### src/rtl/irq_pkg.sv
package irq_pkg;
  localparam int CH_N = 3;

  typedef enum logic [1:0] {
    SEL_VEC  = 2'd0,
    SEL_CMP  = 2'd1,
    SEL_STAT = 2'd2,
    SEL_MODE = 2'd3
  } wr_sel_e;

  typedef enum logic [1:0] {
    SRC_CH2 = 2'b00,
    SRC_CH1 = 2'b01,
    SRC_CH0 = 2'b10,
    SRC_RAS = 2'b11
  } src_code_e;
endpackage

### src/rtl/irq_raster_trig.sv
module irq_raster_trig #(
  parameter int LINE_W = 8
) (
  input  logic              clk,
  input  logic              rst_n,
  input  logic [LINE_W-1:0] line_num,
  input  logic              line_end,
  input  logic              legacy_pulse,
  input  logic              cmp_we,
  input  logic [7:0]        cmp_wd,
  output logic              ras_set
);
  logic [7:0] cmp_q, cmp_d;
  logic       cmp_zero;

  always_comb begin
    cmp_d = cmp_q;
    if (cmp_we) cmp_d = cmp_wd;
  end

  always_ff @(posedge clk or negedge rst_n) begin
    if (!rst_n) cmp_q <= '0;
    else        cmp_q <= cmp_d;
  end

  assign cmp_zero = (cmp_q == 8'd0);

  always_comb begin
    if (cmp_zero) ras_set = legacy_pulse;
    else          ras_set = line_end && (line_num == LINE_W'(cmp_q));
  end

  AST_LEGACY_IGNORED: assert property (@(posedge clk) disable iff (!rst_n)
    (!cmp_zero && !line_end) |-> !ras_set) else $error("legacy trigger leaked");
endmodule

### src/rtl/irq_pend_arb.sv
module irq_pend_arb
  import irq_pkg::*;
(
  input  logic            clk,
  input  logic            rst_n,
  input  logic            ras_set,
  input  logic [CH_N-1:0] ch_set,
  input  logic            ack,
  input  logic            auto_clr,
  input  logic            st_wr,
  input  logic [CH_N-1:0] st_clr,
  input  logic            mode_clr,
  output logic            ras_p,
  output logic [CH_N-1:0] ch_p,
  output logic [1:0]      code,
  output logic            any
);
  logic            ras_d;
  logic [CH_N-1:0] ch_d;
  logic [CH_N-1:0] served;

  always_comb begin
    code   = SRC_CH0;
    served = '0;
    if (ras_p) begin
      code = SRC_RAS;
    end else if (ch_p[2]) begin
      code = SRC_CH2;  served = 3'b100;
    end else if (ch_p[1]) begin
      code = SRC_CH1;  served = 3'b010;
    end else if (ch_p[0]) begin
      code = SRC_CH0;  served = 3'b001;
    end
  end

  assign any   = ras_p | (|ch_p);
  assign ras_d = ras_set | (ras_p & ~(ack | mode_clr));

  for (genvar i = 0; i < CH_N; i++) begin : g_ch
    assign ch_d[i] = ch_set[i] |
                     (ch_p[i] & ~(st_wr & st_clr[i]) & ~(ack & auto_clr & served[i]));
  end

  always_ff @(posedge clk or negedge rst_n) begin
    if (!rst_n) begin
      ras_p <= 1'b0;
      ch_p  <= '0;
    end else begin
      ras_p <= ras_d;
      ch_p  <= ch_d;
    end
  end

  AST_RAS_ACK_CLR: assert property (@(posedge clk) disable iff (!rst_n)
    (ack && !ras_set) |=> !ras_p) else $error("raster flag survived ack");
  AST_MANUAL_KEEP: assert property (@(posedge clk) disable iff (!rst_n)
    (ack && !auto_clr && !st_wr) |=> ((ch_p & $past(ch_p)) == $past(ch_p)))
    else $error("channel flag lost in manual mode");
  AST_SET_WINS: assert property (@(posedge clk) disable iff (!rst_n)
    (ch_set != '0) |=> ((ch_p & $past(ch_set)) == $past(ch_set)))
    else $error("request lost");
endmodule

### src/rtl/irq_vec_unit.sv
module irq_vec_unit
  import irq_pkg::*;
#(
  parameter int LINE_W = 8
) (
  input  logic              clk,
  input  logic              rst_n,
  input  logic [LINE_W-1:0] line_num,
  input  logic              line_end,
  input  logic              legacy_pulse,
  input  logic [2:0]        ch_req,
  input  logic              wr_en,
  input  logic [1:0]        wr_sel,
  input  logic [7:0]        wr_data,
  input  logic              ack,
  output logic              irq,
  output logic [7:0]        vec,
  output logic [7:0]        stat
);
  logic       rst_s1, rst_q;
  logic [4:0] vhi_q, vhi_d;
  logic       vauto_n_q, vauto_n_d;
  logic [7:0] vec_q, vec_d;
  logic       last_ras_q, last_ras_d;
  logic       ras_set, ras_p, any;
  logic [CH_N-1:0] ch_p, st_clr;
  logic [1:0] code;
  logic       we_vec, we_cmp, we_stat, we_mode, take;

  always_ff @(posedge clk or negedge rst_n) begin
    if (!rst_n) begin
      rst_s1 <= 1'b0;
      rst_q  <= 1'b0;
    end else begin
      rst_s1 <= 1'b1;
      rst_q  <= rst_s1;
    end
  end

  assign we_vec  = wr_en && (wr_sel == SEL_VEC);
  assign we_cmp  = wr_en && (wr_sel == SEL_CMP);
  assign we_stat = wr_en && (wr_sel == SEL_STAT);
  assign we_mode = wr_en && (wr_sel == SEL_MODE) && wr_data[4];
  assign st_clr  = {wr_data[4], wr_data[5], wr_data[6]};
  assign take    = ack && any;

  irq_raster_trig #(.LINE_W(LINE_W)) u_trig (
    .clk(clk), .rst_n(rst_q), .line_num(line_num), .line_end(line_end),
    .legacy_pulse(legacy_pulse), .cmp_we(we_cmp), .cmp_wd(wr_data),
    .ras_set(ras_set)
  );

  irq_pend_arb u_pend (
    .clk(clk), .rst_n(rst_q), .ras_set(ras_set), .ch_set(ch_req), .ack(ack),
    .auto_clr(!vauto_n_q), .st_wr(we_stat), .st_clr(st_clr), .mode_clr(we_mode),
    .ras_p(ras_p), .ch_p(ch_p), .code(code), .any(any)
  );

  always_comb begin
    vhi_d      = vhi_q;
    vauto_n_d  = vauto_n_q;
    vec_d      = vec_q;
    last_ras_d = last_ras_q;
    if (we_vec) begin
      vhi_d     = wr_data[7:3];
      vauto_n_d = wr_data[0];
    end
    if (take) begin
      vec_d      = {vhi_q, code, 1'b0};
      last_ras_d = ras_p;
    end
  end

  always_ff @(posedge clk or negedge rst_q) begin
    if (!rst_q) begin
      vhi_q      <= '0;
      vauto_n_q  <= 1'b1;
      vec_q      <= '0;
      last_ras_q <= 1'b0;
    end else begin
      vhi_q      <= vhi_d;
      vauto_n_q  <= vauto_n_d;
      vec_q      <= vec_d;
      last_ras_q <= last_ras_d;
    end
  end

  assign irq  = any;
  assign vec  = vec_q;
  assign stat = {last_ras_q, ch_p[0], ch_p[1], ch_p[2], 4'b0000};

  AST_IRQ_QUIET: assert property (@(posedge clk) disable iff (!rst_q)
    !irq |-> (stat[6:4] == 3'b000)) else $error("flag pending with irq low");
  AST_RAS_FIRST: assert property (@(posedge clk) disable iff (!rst_q)
    (ack && ras_p) |=> (vec[2:1] == 2'b11 && stat[7])) else $error("raster not served");
  AST_EMPTY_ACK: assert property (@(posedge clk) disable iff (!rst_q)
    (ack && !irq) |=> ($stable(vec) && $stable(stat[7]))) else $error("empty ack changed vector");
endmodule

### config.mk
export PLATFORM = sky130hd
export DESIGN_NAME = irq_vec_unit
export DESIGN_NICKNAME = d
export VERILOG_FILES = /design/src/rtl/irq_pkg.sv /design/src/rtl/irq_raster_trig.sv /design/src/rtl/irq_pend_arb.sv /design/src/rtl/irq_vec_unit.sv
export SDC_FILE = /design/constraint.sdc
export NUM_CORES = 1
export LEC_CHECK = 0
export ABC_AREA = 1
export BUFFER_PORTS_ARGS = -buffer_cell sky130_fd_sc_hd__buf_2
export CAP_MARGIN = 5
export CELL_PAD_IN_SITES_DETAIL_PLACEMENT = 0
export CELL_PAD_IN_SITES_GLOBAL_PLACEMENT = 2
export CORE_MARGIN = 2
export CORE_UTILIZATION = 26
export DETAILED_ROUTE_END_ITERATION = 16
export PLACE_DENSITY = 0.72
export SLEW_MARGIN = 30
export SYNTH_ARGS = -nofsm -noshare
export SYNTH_HDL_FRONTEND = slang
export SYNTH_SLANG_ARGS = --single-unit
### constraint.sdc
create_clock -name clk -period 1 [get_ports clk]
set_clock_uncertainty 0.15 [all_clocks]
set_input_delay 0.1 -clock clk [delete_from_list [all_inputs] [get_ports clk]]
set_output_delay 0.1 -clock clk [all_outputs]
set_load 0.01 [all_outputs]
* After elaboration in Yosys (flattened, before gate mapping)
Cells that the tools add are included.
W data, S select, Z words.
** Operators by class
- Bitwise logic cells :: 27
- Multiplexer cells :: 8
- Eq/ne operators :: 4
- Reduce and logical (&&, ||, !) cells :: 11
** Operators with widths (number)
- $and A1 B1 Y1 :: 14
- $mux W3 :: 3
- $eq A8 B8 Y1 :: 1
- $logic_not A8 Y1 :: 1
- $logic_and A1 B1 Y1 :: 7
- $not A1 Y1 :: 7
- $mux W2 :: 3
- $or A1 B1 Y1 :: 6
- $eq A2 B2 Y1 const B :: 2
- $reduce_or A3 Y1 :: 1
- $eq A2 B1 Y1 const B :: 1
- $logic_not A2 Y1 :: 1
- $mux W1 :: 2
- $logic_not A1 Y1 :: 1
** Word-level totals
- Bits in registers :: 28
- Output and inout port bits :: 17
- Word-level logic and storage cells :: 59

* Depth between registers and ports, before layout
Gate-level depths: netlist of the first run.
- Word-level depth :: 8
- Gate-level depth with buffers :: 8
- Mapped depth without buffers :: 8

* Hierarchy
Synthesis of the first run repeated with hierarchy kept, for this count alone.
** Second synthesis, totals
- Cells, all modules :: 188
- Area total of the unflattened synthesis :: 1422.6 um2
** Modules (own cells, without submodules)
- irq_vec_unit :: instances 1, area an instance 708.2 um2, cells an instance 80
- irq_raster_trig :: instances 1, area an instance 491.7 um2, cells an instance 79
- irq_pend_arb :: instances 1, area an instance 222.7 um2, cells an instance 29

* Worst setup path after synthesis of the first run
No wires, ideal clock.
- Kind :: register to register
- Start :: register u_pend.ch_p[1]
- End :: register vec_q[1], in the netlist vec[1]
- Arrival time :: 0.965 ns
- Buffers on the path :: 0
- Stages on the path, launching flop included :: 7
- Data required time :: 0.724 ns
- Library setup time :: 0.126 ns
- Path slack :: -0.241 ns
- Path through :: dfrtp_1 > nor2_2 > nand3_2 > nand2_4 > inv_4 > nor2_2 > a21oi_1
** On the way
- Word-level cells in the longest chain between the ends :: 3
- Elaborated cells between the ends (all ways) :: 6
** RTL lines
- start: declaration :: line irq_pend_arb.sv:14 : output logic [CH_N-1:0] ch_p,
- start signal: assignment :: line irq_pend_arb.sv:50 : ch_p <= ch_d;
- $reduce_or A3 Y1 :: line irq_pend_arb.sv:36 : assign any = ras_p | (|ch_p);
- $or A1 B1 Y1 :: line irq_pend_arb.sv:36
- via irq :: line irq_vec_unit.sv:16 : output logic irq,
- $logic_and A1 B1 Y1 :: line irq_vec_unit.sv:45 : assign take = ack && any;
- end signal: assignment :: line irq_vec_unit.sv:83 : vec_q <= vec_d;
- end: declaration :: line irq_vec_unit.sv:23 : logic [7:0] vec_q, vec_d;
The timed path passes the listed nets, and every way through them passes these cells.
A chain may end at the register's enable or synchronous reset.

* Final worst setup path of the first run
- Start :: register u_pend.ch_p[1]
- End :: output irq
** On the way
- Word-level cells in the longest chain between the ends :: 2
** RTL lines (line)
- $reduce_or A3 Y1 :: irq_pend_arb.sv:36
- $or A1 B1 Y1 :: irq_pend_arb.sv:36
- end: declaration :: irq_vec_unit.sv:16
No other way between the ends.

==> results of run 1 <==
==> registers in the layout, indices dropped and copies added (netlist names) <==
name and count:
vhi_q 5, rst_s1 1, last_ras_q 1, u_pend.ras_p 1, vec 7, rst_q 1
u_trig.cmp_q 8, vauto_n_q 1, u_pend.ch_p 3
==> worst max path at each step <==
stage                                    end  cells after the start  slack (ns)
after floorplan           vec[1]$_DFFE_PN0P_                      6       -0.24
after global placement    vec[1]$_DFFE_PN0P_                      6       -0.19
after detailed placement  vec[1]$_DFFE_PN0P_                      6       -0.20
after CTS                                irq                      4       -0.39
after global routing                     irq                      4       -0.43
final                                    irq                      4       -0.39
==> metal layers <==
layer | wire length, microns | track usage, % | vias up
met3 | 109 | 2.53 | 5
met5 | 0 | 0 | -
met2 | 1710 | 20.9 | 22
li1 | - | - | 684
met4 | 51 | 4.74 | 0
met1 | 1560 | 14.4 | 577
==> repair_timing <==
item / in CTS / in global routing
resized for setup: 13 / 9
buffers inserted: 8 / 6
endpoints found under the hold margin: 19 / 0
hold buffers: 16 / 0
pin swaps: 1 / 7
setup endpoints to repair: 24 / 24
==> power by group <==
group / internal, W / switching [W] / leakage (nW) / total, W
clock network: 0.000287 / 0.000364 / 0.0228 / 0.000651
logic: 0.000412 / 0.000368 / 0.800 / 0.000780
registers: 0.00129 / 0.000111 / 0.337 / 0.00140
total: 0.00198 / 0.000844 / 1.16 / 0.00283
==> kinds of logic after synthesis <==
group / after synthesis
and+or+nand+nor: 83
buffers and inverters: 38
DFF: 28
AOI/OAI and AO/OA: 25
other: 2
==> cells in the mapped netlist <==
cell type  number  share of area (%)
inv_1          28                7.3
nand2_2         1               0.43
nand4_1         1               0.43
buf_4           6                3.1
conb_1          2               0.52
dfstp_2         1                1.8
nand2_1        54                 14
nand2_4         1               0.78
buf_6           2                1.6
nand3_2         2                1.4
o21ai_0         2               0.69
inv_2           1               0.26
or2_1           1               0.43
a21oi_2         2                1.2
nand3_4         1                1.2
o21bai_1        4                2.1
nand3_1         3                1.0
o21ai_2         9                5.5
or2_2           1               0.43
dfrtp_1        27                 47
o21ai_1         4                1.4
a21boi_0        1               0.52
a21oi_1         2               0.69
nor2_1         14                3.6
a22oi_1         1               0.52
nor2_2          4                1.7
inv_4           1               0.43
==> through the flow <==
step / setup slack (ns) / power, W / setup TNS (ns)
floorplan: -0.241 / 0.00179 / -1.78
global placement: -0.186 / 0.00204 / -2.39
detailed placement: -0.199 / 0.00204 / -2.34
CTS: -0.387 / 0.00281 / -4.09
global route: -0.430 / 0.00301 / -5.24
finish: -0.390 / 0.00283 / -4.14
==> layout make-up <==
cell class	count	area [sq um]	share of cell area, %
Sequential cell	28	702	32.5
Inverter	30	118	5.45
Clock buffer	4	45.0	2.09
Timing Repair Buffer	80	602	27.9
Tap cell	72	90.1	4.18
Multi-Input combinational cell	114	601	27.8
==> worst min-delay path: stages <==
cell	delay [ns]
buf_2	0.07
inv_1	0.08
o21ai_2	0.13
==> run summary, run 1 <==
In this run the clock root is driven by a clkbuf_8. The clock sink count came out at 28. The antenna diode count is 0. The post-route cell area came out at 0.00216 sq mm. The count of nets after finishing is 284. The mux cell area share after synthesis came out at 0%.

The horizontal die dimension came out at ~80 microns. The final standard cell count with taps included and fillers excluded came out at 328. The number of global-route vias before repair is 1245. The total number of vias is 1288. The final number of hold-violating endpoints is 2.

The final reports fail on negative hold slack, negative setup slack. The number of vias per cell is slightly below 4. The tightest hold margin is -0.00895 ns. The source-to-sink clock delay at the later pin of the worst-skew pair came out at approximately 0.28 ns. The total track usage came out at 12.0%. The critical path capture point type is a primary output. The initial antenna violation count was 0. The slowest stage of the critical path belongs to the cell dfrtp_1. The adder-cell area share of the yosys netlist is 0%.

The share of the core filled with cells came out at roughly 40%. The beginning of the worst hold path is wr_data[5]. Power spread over the standard cell area amounts to 1310 mW/mm^2.

Cells with a size suffix above 1 make up slightly below 40% of the layout. Summing the areas of all and, or, nand and nor instances in the mapped netlist gives approximately a quarter of the synthesized area. The cell family contributing the most delay on the critical path is flip-flops. The count of TritonRoute iterations in the first routing pass came out at 4.

The height of the die came out at 78.5 microns. In this run the worst setup path begins at u_pend.ch_p[1]$_DFF_PN0_. The pin count of the biggest net entering global routing is 17. The total wirelength of the detailed-routed design is 3430 microns.

The biggest fanout along the worst timing path is 2. Compared with the post-synthesis result, the final layout area differs by 49.5%. The shortest clock period the worst path allows after layout is 1.39 ns. The worst flop-to-flop path endpoint is vec[1]$_DFFE_PN0P_.

The placed instances occupy a cell area of 0.00178 sq mm. The wire length per cell after detailed routing came out at between 10 and 15 microns. By instance count, the cell type seen most on the critical path is buf_6.

The run finished, with violations left. The mean post-synth cell area came out at around 8.2 sq um. VDD sags by at most around 580 uV.

The cell count after placement is just under 300. The post-route worst setup slack is -0.390 ns. The instance count along the most critical hold path came out at 3. The achievable frequency is a little over 0.7 GHz.

The clock transition at the registers of the reported paths came out at 0.09 ns. The signal on the critical path passes through nor2_2 > nand3_2 > buf_6 > buf_6. The count of endpoints failing setup in the final report came out at 24. The first-pass GRT wire length came out at 5670 microns.

Routability-driven placement finished with a final weighted congestion of 0.718. The min-delay analysis places its worst path in the category in2reg. Synthesis handed over a netlist of between 150 and 200 instances. The filler cell count came out at ~580. The post-route DRC violation count is 0.

The count of routing violations after the opening detailed-route iteration came out at 30. In this run the critical register-to-register path is launched from u_pend.ch_p[1]$_DFF_PN0_. The effective utilization at floorplan came out at a little over a quarter. Setup repair after global routing could not meet its margin everywhere. The number of nets with antenna violations after routing came out at 0. The floorplan step defined a die boundary enclosing a little over 0.006 sq mm.

44 I/O pins were placed. TritonCTS built the clock tree. The number of cell instances on the worst register-to-register path came out at 7. The total area inside the core boundary comes to 0.00544 sq mm. In this run the static leakage power is 1.16 nW.

The data arrival at the endpoint of the critical path came out at ~1.1 ns. The mapped netlist covers between 0.001 and 0.0015 sq mm. The total congestion overflow came out at 0. The CTS H-tree depth came out at 1. The post-synthesis compound-gate area fraction came out at approximately an eighth. In this run, CTS created clock tree buffers numbering 3.

The count of state elements after synthesis came out at 28. The count of standard-cell rows is 27. The largest single stage delay on the critical path is 0.41 ns.

The slack of the worst reg-to-reg path came out at -0.28 ns. The post-DP HPWL came out at between 2000 and 3000 microns. The critical setup path kind is reg2out.

Leaving out fill and tap cells, the most frequent cell in the layout is nand2_1. The launching element type of the critical path is a flop. The ratio of final minimum period to clock period came out at 139%. The maximum number of buffers from clock root to sink is 2.

The post-synthesis share of cell area spent on xor and xnor gates came out at 0%. The critical path required time is 0.75 ns. The total of buffers placed on input and output ports came out at 38. The number of buffer and inverter instances along the worst setup path is 2. The path with the worst hold slack has its endpoint at vhi_q[2]$_DFFE_PN0P_.

The sequential fraction of the synthesis area came out at between 40% and 50%. In the layout the commonest cells are nand2_1 (53), buf_2 (34), dfrtp_1 (27). The final number of max-transition violations came out at 0. The number of max-capacitance violations reported came out at 0.

The synthesized netlist contains 27 unique library cells. The largest family of logic cells by synthesized area is simple AND/OR/NAND/NOR gates. For this run, the number of Yosys warnings is 0.
No activity file was read; power rests on OpenSTA's default activity.
==> run 2: changes to the inputs <==
--- a/config.mk
+++ b/config.mk
@@ -10,10 +10,10 @@
 export CAP_MARGIN = 5
 export CELL_PAD_IN_SITES_DETAIL_PLACEMENT = 0
 export CELL_PAD_IN_SITES_GLOBAL_PLACEMENT = 2
-export CORE_MARGIN = 2
 export CORE_UTILIZATION = 26
 export DETAILED_ROUTE_END_ITERATION = 16
 export PLACE_DENSITY = 0.72
+export RECOVER_POWER = 100
 export SLEW_MARGIN = 30
 export SYNTH_ARGS = -nofsm -noshare
 export SYNTH_HDL_FRONTEND = slang
==> run summary, run 2 (synthesized netlist as in run 1, its figures left out) <==
The first-pass GRT wire length is 6250 microns (+10%). The count of standard-cell rows came out at 26 (-3.7%). The worst setup path is launched from a flop.

STA classifies the critical path endpoint as a primary output. The total number of vias is 1336 (+3.7%). The final number of max-transition violations came out at 0 (unchanged). The part of the total power dissipated in the clock network came out at 28.9% (+5.9 points).

The instance area after placement came out at 0.00184 sq mm (+3.1%). The worst supply voltage drop on vdd is 655 uV (+13%). The ratio of total power to cell area is 1410 mW/mm^2 (+7.4%). The shortest clock period the worst path allows after layout is 1.42 ns (+0.0293 ns). The sequential fraction of design power came to 43.9% (-5.5 points). Setup repair after global routing could not meet its margin everywhere. The height of the die came out at 76.5 microns (-2.5%). The CTS H-tree depth is 1 (unchanged). The checks that failed: negative setup slack. The data arrival at the endpoint of the critical path is 1.17 ns (+0.03 ns). The weighted congestion at the end of routability-driven global placement is 0.706 (-1.6%). The number of cell instances on the worst register-to-register path is 7 (unchanged). The total wirelength of the detailed-routed design came out at 3650 microns (+6.3%). The switching power as a share of total power is 27.8% (-2.0 points). Ranked by flip-flop count, first place goes to u_trig.cmp_q. The growth of design area from synthesis to finish came out at 56.3%. The footprint of the multi-input gates came out at 608 sq um (+1.2%). The flip-flop count of the largest register, all copies and words added came to 8 (unchanged). The ratio of final minimum period to clock period is 142% (+2.9 points). The pin count of the biggest net entering global routing is 27 (+10). The biggest fanout along the worst timing path came out at 2 (unchanged).

The source-to-sink clock delay at the later pin of the worst-skew pair came out at 0.28 ns (about the same). The number of vias per cell is 4.01 (+2.2%). The number of nets with antenna violations after routing is 0 (unchanged). The leakage power summed over all cells came to 1.21 nW (+4.7%). The instance count along the most critical hold path is 4 (+1). The effective utilization at floorplan is 27.5% (+1.0 points). The number of max-capacitance violations reported is 0 (unchanged).

The count of TritonRoute iterations in the first routing pass came to 5 (+1). The count of routing violations after the opening detailed-route iteration came out at 45 (+50%). The antenna diode count is 0 (unchanged). The clock transition at the registers of the reported paths came to 0.09 ns (about the same).

The wire length per cell after detailed routing is 10.9 microns (+4.7%). The overall die area came to 0.00585 sq mm (-5.0%). The share of total power in combinational logic is 27.2% (-0.4 points).

By startpoint and endpoint, the worst setup path is classified as reg2out. The tightest hold margin came out at 0.0154 ns (+0.0243 ns). The library cell used most frequently in the layout, excluding fill and tap cells, is nand2_1. The fraction of final layout cells sized beyond drive strength 1 is 41.4% (+2.4 points).

The filler cell count is 555 (-4.1%). The cell count after placement is 299 (+1.4%). The horizontal die dimension was 76.5 microns (-2.5%). The count of endpoints failing setup in the final report came out at 25 (+4.2%).

The setup total negative slack came to -4.18 ns (-0.0393 ns). The run finished, with violations left. The CTS buffer count was 3 (unchanged). The final number of hold-violating endpoints is 0 (-2). The power consumption was 0.00317 W (+12%). The post-route DRC violation count is 0 (unchanged). The post-route cell area is 0.00225 sq mm (+4.5%).

The count of nets after finishing is 291 (+2.5%). The final standard cell count with taps included and fillers excluded came out at 333 (+1.5%). The internal power came out at 0.00229 W (+16%).

The total of buffers placed on input and output ports came out at 38 (unchanged). The post-DP HPWL is 2630 microns (+0.46%). The classification of the worst-slack hold path is in2reg. The post-route worst setup slack is -0.419 ns (-0.0293 ns). The total track usage is 13.4% (+1.4 points). The clock sink count was 28 (unchanged). The cell sitting at the root of the clock tree is a clkbuf_8. The area of the core region came to 0.00524 sq mm (-3.7%). The top cell types in the final layout, fill and taps aside, are nand2_1 (49), buf_2 (33), dfrtp_1 (27). TritonCTS built the clock tree. The number of global-route vias before repair came out at 1357 (+9.0%).

The count of boundary I/O pins is 44 (unchanged). The initial antenna violation count is 0 (unchanged). The achievable frequency came out at 0.705 GHz (-2.1%). The total congestion overflow is 0 (unchanged). The switching component of the power is 0.000882 W (+4.6%).

The critical path required time came out at 0.75 ns (about the same). The storage element area came out at 702 sq um (unchanged). The maximum number of buffers from clock root to sink is 2 (unchanged).
-- run 2: cell count changes in the layout (fill, tap and decap cells not counted), sizes merged --
cell	before	now
clkbuf	4	5
bufinv	0	1
dlygate4sd3	16	15
buf	64	70
-- run 2: timing repair --
action / in CTS / in global routing
gates resized for setup: 19 / 15
pin swaps: 4 / 3
setup endpoints to repair: 24 / 25
setup buffers: 10 / 7
endpoints found under the hold margin: 18 / 0
hold buffers: 15 / 0
-- run 2: worst max-delay path, cell delays in order, from the launching register on --
cell     delay (ns)
dfrtp_1        0.41
nor2_2         0.15
nand3_2        0.10
buf_6          0.13
buf_6          0.11
-- run 2: cell type report --
type / count / area share (%)
timing repair buffer: 87 / 29.5
multi-input combinational: 114 / 27.0
sequential: 28 / 31.1
clock buffer: 3 / 1.83
inverter: 30 / 5.33
clock inverter: 1 / 1.33
tap: 70 / 3.88
-- run 2: power groups by stage --
stage / clock network, W / logic [W] / registers, W
final: 0.000918 / 0.000863 / 0.00139
after global routing: 0.000979 / 0.000971 / 0.00142
after CTS: 0.000946 / 0.000820 / 0.00139
after detailed placement: 0 / 0.000658 / 0.00141
after global placement: 0 / 0.000662 / 0.00141
after floorplan: 0 / 0.000352 / 0.00143
-- run 2: path summary, 6_finish.rpt --
check                                          from                          end  slack, ns
min reg2reg                         rst_q$_DFF_PN0_  u_trig.cmp_q[5]$_DFFE_PN0P_       0.12
min in group asynchronous           rst_q$_DFF_PN0_  u_trig.cmp_q[5]$_DFFE_PN0P_       0.12
max                        u_pend.ch_p[1]$_DFF_PN0_                          irq      -0.42
min                                      wr_data[4]     u_pend.ch_p[2]$_DFF_PN0_       0.02
max in group asynchronous                     rst_n             rst_s1$_DFF_PN0_       0.07
max reg2reg                u_pend.ch_p[1]$_DFF_PN0_           vec[1]$_DFFE_PN0P_      -0.31
-- run 2: metal layers --
layer / GRT usage [%] / wire length (microns) / up-vias
li1: - / - / 701
met1: 16.2 / 1650 / 611
met2: 24.4 / 1870 / 22
met3: 2.75 / 114 / 2
met4: 2.31 / 15 / 0
met5: 0 / 0 / -
-- run 2: metrics by stage --
| step | util, % | worst slack, ns |
|---|---|---|
| after detailed placement | 35.1 | -0.192 |
| after CTS | 42.1 | -0.418 |
| final | 43.0 | -0.419 |
| after floorplan | - | -0.241 |
| after global routing | 43.0 | -0.454 |
| after global placement | 35.1 | -0.194 |
